$ cat config.mk
export PLATFORM = sky130hd
export DESIGN_NAME = pmcg_top
export DESIGN_NICKNAME = d
export VERILOG_FILES = /design/src/rtl/pmcg_pkg.sv /design/src/rtl/pmcg_rst_sync.sv /design/src/rtl/pmcg_mode_fsm.sv /design/src/rtl/pmcg_mask_sel.sv /design/src/rtl/pmcg_gate_reg.sv /design/src/rtl/pmcg_top.sv
export SDC_FILE = /design/constraint.sdc
export NUM_CORES = 1
export LEC_CHECK = 0
export BUFFER_PORTS_ARGS = -buffer_cell sky130_fd_sc_hd__buf_2
export CAP_MARGIN = 5
export CORE_UTILIZATION = 44
export CTS_BUF_LIST = sky130_fd_sc_hd__clkbuf_16
export DETAILED_ROUTE_END_ITERATION = 8
export GPL_TIMING_DRIVEN = 0
export PLACE_DENSITY_LB_ADDON = 0.08
export SLEW_MARGIN = 20
export SYNTH_ARGS = -nofsm -noshare
export SYNTH_HDL_FRONTEND = slang
export SYNTH_SLANG_ARGS = --single-unit
$ cat constraint.sdc
create_clock -name clk -period 1.4 [get_ports clk]
set_input_delay 0.14 -clock clk [delete_from_list [all_inputs] [get_ports clk]]
set_output_delay 0.14 -clock clk [all_outputs]
set_load 0.02 [all_outputs]
$ cat src/rtl/pmcg_pkg.sv
package pmcg_pkg;
  typedef enum logic [1:0] {
    PM_RUN   = 2'b00,
    PM_SLEEP = 2'b01,
    PM_DEEP  = 2'b10
  } pm_mode_e;
endpackage

$ cat src/rtl/pmcg_rst_sync.sv
module pmcg_rst_sync #(
  parameter int STAGES = 2
) (
  input  logic clk,
  input  logic arst_n,
  output logic rst_sync_n
);
  logic [STAGES-1:0] sync_q;
  logic [STAGES-1:0] sync_d;

  always_comb begin
    sync_d = {sync_q[STAGES-2:0], 1'b1};
  end

  always_ff @(posedge clk or negedge arst_n) begin
    if (!arst_n) sync_q <= '0;
    else         sync_q <= sync_d;
  end

  assign rst_sync_n = sync_q[STAGES-1];
endmodule

$ cat src/rtl/pmcg_mode_fsm.sv
module pmcg_mode_fsm
  import pmcg_pkg::*;
(
  input  logic     clk,
  input  logic     rst_n,
  input  logic     wfi_req,
  input  logic     deep_sleep_en,
  input  logic     irq_pending,
  output pm_mode_e mode_d
);
  pm_mode_e mode_q;

  // Next-state decision: Run can only leave on a request with no pending
  // interrupt; sleep modes can only leave on an interrupt.
  always_comb begin
    mode_d = mode_q;
    unique case (mode_q)
      PM_RUN: begin
        if (wfi_req && !irq_pending)
          mode_d = deep_sleep_en ? PM_DEEP : PM_SLEEP;
      end
      PM_SLEEP, PM_DEEP: begin
        if (irq_pending) mode_d = PM_RUN;
      end
      default: mode_d = PM_RUN;
    endcase
  end

  always_ff @(posedge clk or negedge rst_n) begin
    if (!rst_n) mode_q <= PM_RUN;
    else        mode_q <= mode_d;
  end
endmodule

$ cat src/rtl/pmcg_mask_sel.sv
module pmcg_mask_sel
  import pmcg_pkg::*;
#(
  parameter int NUM_PERIPH = 8
) (
  input  pm_mode_e              mode,
  input  logic                  auto_gate_en,
  input  logic [NUM_PERIPH-1:0] run_mask,
  input  logic [NUM_PERIPH-1:0] sleep_mask,
  input  logic [NUM_PERIPH-1:0] deep_mask,
  output logic [NUM_PERIPH-1:0] sel_mask
);
  always_comb begin
    sel_mask = run_mask;
    if (auto_gate_en) begin
      unique case (mode)
        PM_SLEEP: sel_mask = sleep_mask;
        PM_DEEP:  sel_mask = deep_mask;
        default:  sel_mask = run_mask;
      endcase
    end
  end
endmodule

$ cat src/rtl/pmcg_gate_reg.sv
module pmcg_gate_reg
  import pmcg_pkg::*;
#(
  parameter int NUM_PERIPH = 8
) (
  input  logic                  clk,
  input  logic                  rst_n,
  input  pm_mode_e              mode_d,
  input  logic [NUM_PERIPH-1:0] sel_mask,
  output logic [NUM_PERIPH-1:0] periph_clk_en,
  output logic                  core_clk_en,
  output logic                  deep_sleep
);
  logic core_d;
  logic deep_d;

  always_comb begin
    core_d = (mode_d == PM_RUN);
    deep_d = (mode_d == PM_DEEP);
  end

  for (genvar i = 0; i < NUM_PERIPH; i++) begin : g_en
    always_ff @(posedge clk or negedge rst_n) begin
      if (!rst_n) periph_clk_en[i] <= 1'b0;
      else        periph_clk_en[i] <= sel_mask[i];
    end
  end

  always_ff @(posedge clk or negedge rst_n) begin
    if (!rst_n) begin
      core_clk_en <= 1'b1;
      deep_sleep  <= 1'b0;
    end else begin
      core_clk_en <= core_d;
      deep_sleep  <= deep_d;
    end
  end
endmodule

$ cat src/rtl/pmcg_top.sv
module pmcg_top
  import pmcg_pkg::*;
#(
  parameter int NUM_PERIPH = 8,
  parameter int RST_STAGES = 2
) (
  input  logic                  clk,
  input  logic                  rst_n,
  input  logic [NUM_PERIPH-1:0] run_mask,
  input  logic [NUM_PERIPH-1:0] sleep_mask,
  input  logic [NUM_PERIPH-1:0] deep_mask,
  input  logic                  auto_gate_en,
  input  logic                  deep_sleep_en,
  input  logic                  wfi_req,
  input  logic                  irq_pending,
  output logic [NUM_PERIPH-1:0] periph_clk_en,
  output logic                  core_clk_en,
  output logic                  deep_sleep
);
  logic                  rst_sync_n;
  pm_mode_e              mode_d;
  logic [NUM_PERIPH-1:0] sel_mask;

  pmcg_rst_sync #(.STAGES(RST_STAGES)) u_rst (
    .clk        (clk),
    .arst_n     (rst_n),
    .rst_sync_n (rst_sync_n)
  );

  pmcg_mode_fsm u_fsm (
    .clk           (clk),
    .rst_n         (rst_sync_n),
    .wfi_req       (wfi_req),
    .deep_sleep_en (deep_sleep_en),
    .irq_pending   (irq_pending),
    .mode_d        (mode_d)
  );

  // The mask is chosen from the next mode so that mode and enables move
  // together on the same edge.
  pmcg_mask_sel #(.NUM_PERIPH(NUM_PERIPH)) u_sel (
    .mode         (mode_d),
    .auto_gate_en (auto_gate_en),
    .run_mask     (run_mask),
    .sleep_mask   (sleep_mask),
    .deep_mask    (deep_mask),
    .sel_mask     (sel_mask)
  );

  pmcg_gate_reg #(.NUM_PERIPH(NUM_PERIPH)) u_gate (
    .clk           (clk),
    .rst_n         (rst_sync_n),
    .mode_d        (mode_d),
    .sel_mask      (sel_mask),
    .periph_clk_en (periph_clk_en),
    .core_clk_en   (core_clk_en),
    .deep_sleep    (deep_sleep)
  );
endmodule

# [Word level (Yosys, flattened, before mapping)]
# Index checks and enable logic that the tools add are counted.
[word_totals] output_inout_bits=10 reg_bits=14 word_cells=27 inputBits=30
[classes] n_eq_ne=4 n_reduce_logical=5 mux=6
[ops] operator="$pmux 8 s2" n=1
[ops] operator="$mux 8" n=1
[ops] operator="$mux 2" n=3
[ops] operator="$eq 2x1->1 const B" n=2
[ops] operator="$eq 2x2->1 const B" n=2
[ops] operator="$logic_not 2->1" n=2
[ops] operator="$pmux 2 s2" n=1
[ops] operator="$reduce_or 2->1" n=1
[ops] operator="$logic_and 1x1->1" n=1
[ops] operator="$logic_not 1->1" n=1

# [Longest topological paths before layout]
# Gate-level depths: netlist of run 1.
[logic_depth] depth_word=7 depth_mapped=10 depth_no_buf=9

# [Modules after synthesis]
# From an unflattened synthesis of run 1, not the netlist that was laid out.
[unflattened] hier_cells=55 hier_area_um2=733.2
[modules_own_cells] mod="pmcg_gate_reg" seq_area_each_um2=251.5 area_each_um2=269.0 n_inst=1 cells_each=12
[modules_own_cells] mod="pmcg_mask_sel" seq_area_each_um2=0.0 area_each_um2=262.8 n_inst=1 cells_each=24
[modules_own_cells] mod="pmcg_mode_fsm" seq_area_each_um2=50.0 area_each_um2=147.6 n_inst=1 cells_each=16
[modules_own_cells] mod="pmcg_rst_sync" seq_area_each_um2=50.0 area_each_um2=53.8 n_inst=1 cells_each=3

# [Worst setup path before layout of run 1]
# No wires, ideal clock.
[synth_timing] path_type="reg2reg" startpoint="register u_fsm.mode_q[0]" endpoint="register u_gate.periph_clk_en[5]" setup_ns=0.128 required_time_ns=1.272 stages_incl_launch_ff=11 path_slack_ns=-0.567 path_buffers=1 arrival_ns=1.840 period_less_slack_ns=1.967 cell_sequence="dfrtp_1 > inv_1 > ha_1 > a32oi_1 > or2_1 > a21o_1 > ha_1 > nand2b_4 > buf_2 > nand2_1 > o21ai_0"
[synth_via] elab_chain_len=6 word_cells_on_any_way=11 classes_between="eq/ne (4); mux (5); reduce/logical (2)"
[synth_rtl] element="start, declared" line="pmcg_mode_fsm.sv:11" text="pm_mode_e mode_q;"
[synth_rtl] element="start signal, assigned" line="pmcg_mode_fsm.sv:31" text="else mode_q <= mode_d;"
[synth_rtl] element="$eq 2x1->1 / $eq 2x2->1 (equally long branches)" line="pmcg_mode_fsm.sv:17" text="unique case (mode_q)"
[synth_rtl] element="$reduce_or 2->1" line="pmcg_mode_fsm.sv:17"
[synth_rtl] element="$pmux 2 s2 *" line="pmcg_mode_fsm.sv:17"
[synth_rtl] element="$eq 2x2->1 / $eq 2x1->1 (equally long branches)" line="pmcg_mask_sel.sv:16" text="unique case (mode)"
[synth_rtl] element="$pmux 8 s2 *" line="pmcg_mask_sel.sv:16"
[synth_rtl] element="$mux 8 *" line="pmcg_mask_sel.sv:15" text="if (auto_gate_en) begin"
[synth_rtl] element="via sel_mask[5]" line="pmcg_top.sv:22" text="logic [NUM_PERIPH-1:0] sel_mask;"
[synth_rtl] element="end signal, assigned by index" line="pmcg_gate_reg.sv:25" text="else periph_clk_en[i] <= sel_mask[i];"
[synth_rtl] element="end, declared" line="pmcg_gate_reg.sv:10" text="output logic [NUM_PERIPH-1:0] periph_clk_en,"
# The timed path passes the listed nets; every way through them passes the cells marked *.

# [Worst setup path after layout of run 1]
[layout_timing] startpoint="register u_fsm.mode_q[1]" endpoint="register u_gate.periph_clk_en[2]"
# Same word-level chain as after synthesis.

==> run_results.csv, run 1 <==
group,metric,value,unit
worst_hold_path,min_path_type,"in2reg",
cts,cts_buffers,3,
power_and_ir_drop,pwr_density_cell,1950,nW/um^2
synth,synth.net_count,97,
synth,synth_top_cell_by_area,"dfrtp_1",
setup_path,cp-start-kind,"register",
timing,whs,0.100,ns
synth,synth-edff-count,0,
setup_path,end_kind,"register",
synth,netlist_area,662,sq um
cts,tritoncts,"done",
synth,yosysTopAreaCellShare,49.1,%
power_and_ir_drop,leakagePower,0.000550,uW
placement,globalplace.congestion,0.650,
synth,ys_seq_area_share,53.1,%
timing,skew,0.00459,ns
synth,synth_ff_type,"dfrtp_1",
global_routing,grt_overflow_total,0,
detailed_routing,routedWlPerCell,12.8,um
timing,rsz0062_at_grt,"yes",
setup_path,crit_type,"reg2reg",
timing,finalSetupViolations,10,
global_routing,antenna_found_initial,0,
die,ios,40,
synth,synth_cells,62,
timing,setup_ws,-0.539,ns
cts,clock_path_buffers,2,
setup_path,arrival,2.10,ns
die,core_area,1350,sq um
cts,clkSlewWorstSetupHoldPaths,0.05,ns
final_layout,antennaDiodeCount,0,
cts,htree_levels,1,
cts,ctsRootBufferMaster,"clkbuf_16",
synth,yosysUniqueCellTypes,21,
detailed_routing,drt_iter0_drc,13,
detailed_routing,ant_nets,0,
synth,synth_most_common_cell,"dfrtp_1",
die,start_util,49.0,%
setup_path,cp_max_fo,6,
setup_path,critPathBufInv,2,
final_layout,drive_gt1_share,58.9,%
global_routing,grt_max_degree,13,
setup_path,cp_cell_sequence,"inv_2 -> ha_4 -> a32oi_1 -> or2_1 -> a21o_1 -> ha_1 -> nand2b_4 -> buf_4 -> o21ai_1",
die,die_h,40.8,um
status,violations,"negative setup slack",
timing,finalCriticalPeriod,1.94,ns
cts,insertion_delay,0.24,ns
final_layout,layout.nets,148,
die,rows,13,
power_and_ir_drop,max-vdd-ir-drop,1.26,mV
global_routing,grt_usage,21.6,%
final_layout,syn_to_final_growth,62.8,%
timing,finalHoldViolations,0,
final_layout,nFillCells,91,
detailed_routing,drt-total-wl,1630,um
timing,clock.fmax,0.516,GHz
synth,avgSynthCellArea,10.7,sq um
setup_path,max_stage_delay,0.36,ns
global_routing,grt_pass1_vias,550,
placement,portBuffers,39,
global_routing,grt_first_pass_wirelength,2240,um
synth,synth_area_leaders,"dfrtp_1, ha_1, a22oi_1, o21ai_0, nand2_1",
status,status,"finished, violations left",
detailed_routing,drc,0,
synth,ys_async_sr_fraction,100,%
job,maxCapViolCount,0,
die,die_w,40.8,um
die,die-area,1660,sq um
setup_path,critPathSlowestCell,"dfrtp_1",
detailed_routing,vias,672,
detailed_routing,vias_per_cell,5.29,
placement,dpl_worst_slack,-0.645,ns
cts,cts_sinks,14,
timing,min_period_over_period,138,%
timing,slew_viol_final,0,
synth,synth_seq_cells,14,
synth,yosysWarnings,0,
synth,yosys-top-cells-count,"dfrtp_1, a22oi_1, nand2_1, o21ai_0, ha_1",
setup_path,cp_top_family,"adder cells",
setup_path,critical_path_required,1.56,ns
detailed_routing,dr.pass1.iters,4,
==> path summary, 6_finish.rpt <==
| check | endpoint | slack (ns) | cells past startpoint | from |
|---|---|---|---|---|
| setup reg to reg | u_gate.periph_clk_en[2]$_DFF_PN0_ | -0.54 | 9 | u_fsm.mode_q[1]$_DFF_PN0_ |
| hold / removal | u_gate.periph_clk_en[3]$_DFF_PN0_ | 0.10 | 3 | run_mask[3] |
| hold reg to reg | u_fsm.mode_q[0]$_DFF_PN0_ | 0.20 | 0 | u_rst.sync_q[1]$_DFF_PN0_ |
| setup / recovery | u_gate.periph_clk_en[2]$_DFF_PN0_ | -0.54 | 9 | u_fsm.mode_q[1]$_DFF_PN0_ |
| min in group asynchronous | u_fsm.mode_q[0]$_DFF_PN0_ | 0.20 | 0 | u_rst.sync_q[1]$_DFF_PN0_ |
| max in group asynchronous | u_gate.core_clk_en$_DFF_PN1_ | 0.85 | 0 | u_rst.sync_q[1]$_DFF_PN0_ |
==> layer usage <==
| layer | part of all wire, % | global-route usage (%) | vias to the layer above |
|---|---|---|---|
| met2 | 52 | 34.8 | 31 |
| met3 | 6.8 | 6.52 | 4 |
| met4 | 1.0 | 11.7 | 0 |
| li1 | - | - | 322 |
| met5 | 0 | 0 | - |
| met1 | 40 | 25.3 | 315 |
==> final cells by class <==
type / count / area, sq um / share of cell area (%)
well taps: 15 / 18.8 / 1.74
inverters: 3 / 11.3 / 1.05
multi-input cells: 42 / 339 / 31.5
repair buffers: 46 / 254 / 23.6
flip-flops and latches: 14 / 352 / 32.6
clock buffers: 3 / 75.1 / 6.97
clock inverters: 1 / 3.75 / 0.348
plain buffers: 3 / 23.8 / 2.21
==> layout by cell type, fill, tap and decap left out, drive strengths merged, types with 2 or more instances in the layout <==
cell type	instances
dfrtp	13
o211ai	2
ha	5
clkbuf	4
buf	47
inv	4
a22oi	8
o21ai	8
nand2	8
==> cell families after synthesis <==
group	synth area share, %
adders and majority gates	9.45
DFF	53.1
buffers and inverters	3.97
AOI/OAI and AO/OA	22.9
other	0.567
and+or+nand+nor	10.0
==> registers in the layout (all words and copies together), names as in the netlist <==
signal,flops
u_gate.periph_clk_en,8
u_gate.deep_sleep,1
u_fsm.mode_q,2
u_gate.core_clk_en,1
u_rst.sync_q,2
==> power breakdown <==
part	internal [uW]	switching, uW	leakage, uW
combinational	437	540	0.000338
clock	377	163	0.0000423
sequential	544	44.0	0.000169
==> tightest hold or removal path: cells and delay by family <==
kind	cells	cell delay (ns)
AO/OA/AOI/OAI	1	0.04
buffers and inverters	1	0.08
AND/OR/NAND/NOR	1	0.05
==> what timing repair did <==
action / CTS / global route
setup buffers: 4 / 1
resized for setup: 10 / 9
hold endpoints to repair: 2 / 0
gates cloned: 1 / 0
pin swaps: 4 / 1
endpoints found under the setup margin: 10 / 10
hold buffers: 1 / 0
==> stage by stage <==
stage               total power (uW)  utilization [%]  setup TNS, ns  area [sq um]  cells
floorplan                       1120                -          -3.98           668     62
finish                          2100             79.8          -4.31          1080    127
global route                    2250             79.8          -5.12          1080    127
detailed placement              1350             65.3          -5.22           882    116
global placement                1340             65.3          -5.11           882    116
CTS                             2050             77.5          -4.29          1050    126
(Power assumes the default switching activity.)
==> run 2, diff against run 1 <==
==> constraint.sdc (replaced) <==
create_clock -name clk -period 1.4 [get_ports clk]
set_input_delay 0 -clock clk [delete_from_list [all_inputs] [get_ports clk]]
set_output_delay 0 -clock clk [all_outputs]
set_load 0.02 [all_outputs]
==> run_results.csv, run 2 (synthesis results as in run 1) <==
group,metric,value,unit
final_layout,layout.nets,155,
cts,tritoncts,"done",
timing,clock.fmax,0.517,GHz
setup_path,crit_type,"reg2reg",
timing,min_period_over_period,138,%
status,status,"finished, violations left",
power_and_ir_drop,pwr_density_cell,1850,nW/um^2
cts,clkSlewWorstSetupHoldPaths,0.05,ns
placement,dp_cells,116,
setup_path,cp-start-kind,"register",
global_routing,grt_max_degree,13,
timing,finalCriticalPeriod,1.94,ns
detailed_routing,drc,0,
timing,setup_ws,-0.535,ns
cts,insertion_delay,0.24,ns
timing,slew_viol_final,0,
die,ios,40,
status,violations,"negative setup slack",
timing,finalSetupViolations,10,
die,start_util,49.0,%
detailed_routing,vias,698,
placement,portBuffers,39,
setup_path,crit_start,"u_fsm.mode_q[1]$_DFF_PN0_",
detailed_routing,drt_iter0_drc,14,
job,maxCapViolCount,0,
setup_path,arrival,2.05,ns
die,die_w,40.8,um
timing,finalHoldViolations,0,
final_layout,largest_reg_flops,8,
final_layout,mostFrequentLayoutCell,"buf_2",
timing,rsz0062_at_grt,"yes",
worst_hold_path,worstHoldStart,"run_mask[5]",
worst_hold_path,min_path_type,"in2reg",
detailed_routing,dr.pass1.iters,4,
placement,globalplace.congestion,0.650,
die,die-area,1660,sq um
power_and_ir_drop,leakagePower,0.000579,uW
setup_path,cp_max_fo,5,
die,die_h,40.8,um
final_layout,antennaDiodeCount,0,
power_and_ir_drop,max-vdd-ir-drop,1.26,mV
timing,tns,-4.33,ns
detailed_routing,vias_per_cell,5.21,
final_layout,syn_to_final_growth,73.3,%
cts,cts_buffers,3,
placement,place_area,882,sq um
global_routing,grt_usage,23.1,%
final_layout,drive_gt1_share,55.5,%
timing,whs,0.0117,ns
setup_path,end_kind,"register",
final_layout,fin_cells,134,
final_layout,layout_common_cells,"buf_2, dfrtp_1, a22oi_1, dlygate4sd3_1, buf_4",
global_routing,grt_overflow_total,0,
cts,ctsRootBufferMaster,"clkbuf_16",
timing,skew,0.00456,ns
cts,htree_levels,1,
global_routing,grt_pass1_vias,583,
die,rows,13,
final_layout,stdcell_area,1150,sq um
detailed_routing,routedWlPerCell,13.0,um
detailed_routing,drt-total-wl,1750,um
die,core_area,1350,sq um
cts,cts_sinks,14,
global_routing,antenna_found_initial,0,
final_layout,post-route-util,85.0,%
final_layout,regMostFlops,"u_gate.periph_clk_en",
final_layout,top_regs,"u_gate.periph_clk_en (8), u_fsm.mode_q (2), u_rst.sync_q (2)",
global_routing,grt_first_pass_wirelength,2420,um
setup_path,reg2reg_from,"u_fsm.mode_q[1]$_DFF_PN0_",
cts,clock_path_buffers,2,
detailed_routing,ant_nets,0,
setup_path,critical_path_required,1.52,ns
[run 2: cell types whose count changed in the layout (fill, tap and decap cells not counted), sizes merged]
cell / delta
dlygate4sd3: +7
[run 2: metal layers]
metal / part of all wire, % / global-route usage, % / up-vias
li1: - / - / 337
met1: 40 / 27.3 / 324
met2: 52 / 37.1 / 33
met3: 6.9 / 7.61 / 4
met4: 1.3 / 11.7 / 0
met5: 0 / 0 / -
[run 2: area by class of cell]
class | count | area [sq um]
tap | 15 | 18.8
clock inverter | 1 | 3.75
inverter | 3 | 11.3
clock buffer | 3 | 75.1
fill | 78 | 203
timing repair buffer | 53 | 324
sequential | 14 | 352
buffer | 3 | 23.8
multi-input combinational | 42 | 339
[run 2: what timing repair did]
item / CTS / global route
pin swaps: 4 / 1
hold endpoints to repair: 9 / 0
endpoints found under the setup margin: 10 / 10
setup buffers: 4 / 1
gates cloned: 1 / 0
hold buffers: 8 / 0
resized for setup: 10 / 9
[run 2: worst max-delay path, cell delays in order (launching register included)]
cell	delay (ns)
dfrtp_1	0.36
inv_2	0.05
ha_4	0.25
a32oi_1	0.04
or2_1	0.23
a21o_1	0.18
ha_1	0.27
nand2b_4	0.16
buf_6	0.13
nand2_1	0.06
o21ai_1	0.06
[run 2: final timing paths]
check / slack, ns / cells after the start / end
min in group asynchronous: 0.06 / 2 / u_rst.sync_q[0]$_DFF_PN0_
worst min register to register: 0.20 / 0 / u_fsm.mode_q[0]$_DFF_PN0_
worst min-delay path: 0.01 / 3 / u_gate.periph_clk_en[5]$_DFF_PN0_
worst max-delay path: -0.54 / 10 / u_gate.periph_clk_en[7]$_DFF_PN0_
worst max register to register: -0.54 / 10 / u_gate.periph_clk_en[7]$_DFF_PN0_
max in group asynchronous: 0.85 / 0 / u_gate.core_clk_en$_DFF_PN1_
[run 2: where the power goes]
part           total, uW  internal, uW  switching [uW]  leakage [uW]
clock                539           377             162     0.0000423
combinational        992           449             543      0.000367
sequential           589           544            44.5      0.000169
[run 2: stage by stage]
stage	power, uW	setup slack [ns]
after global routing	2260	-0.612
after CTS	2070	-0.534
final	2120	-0.535
after floorplan	1120	-0.498
after detailed placement	1350	-0.645
after global placement	1340	-0.623
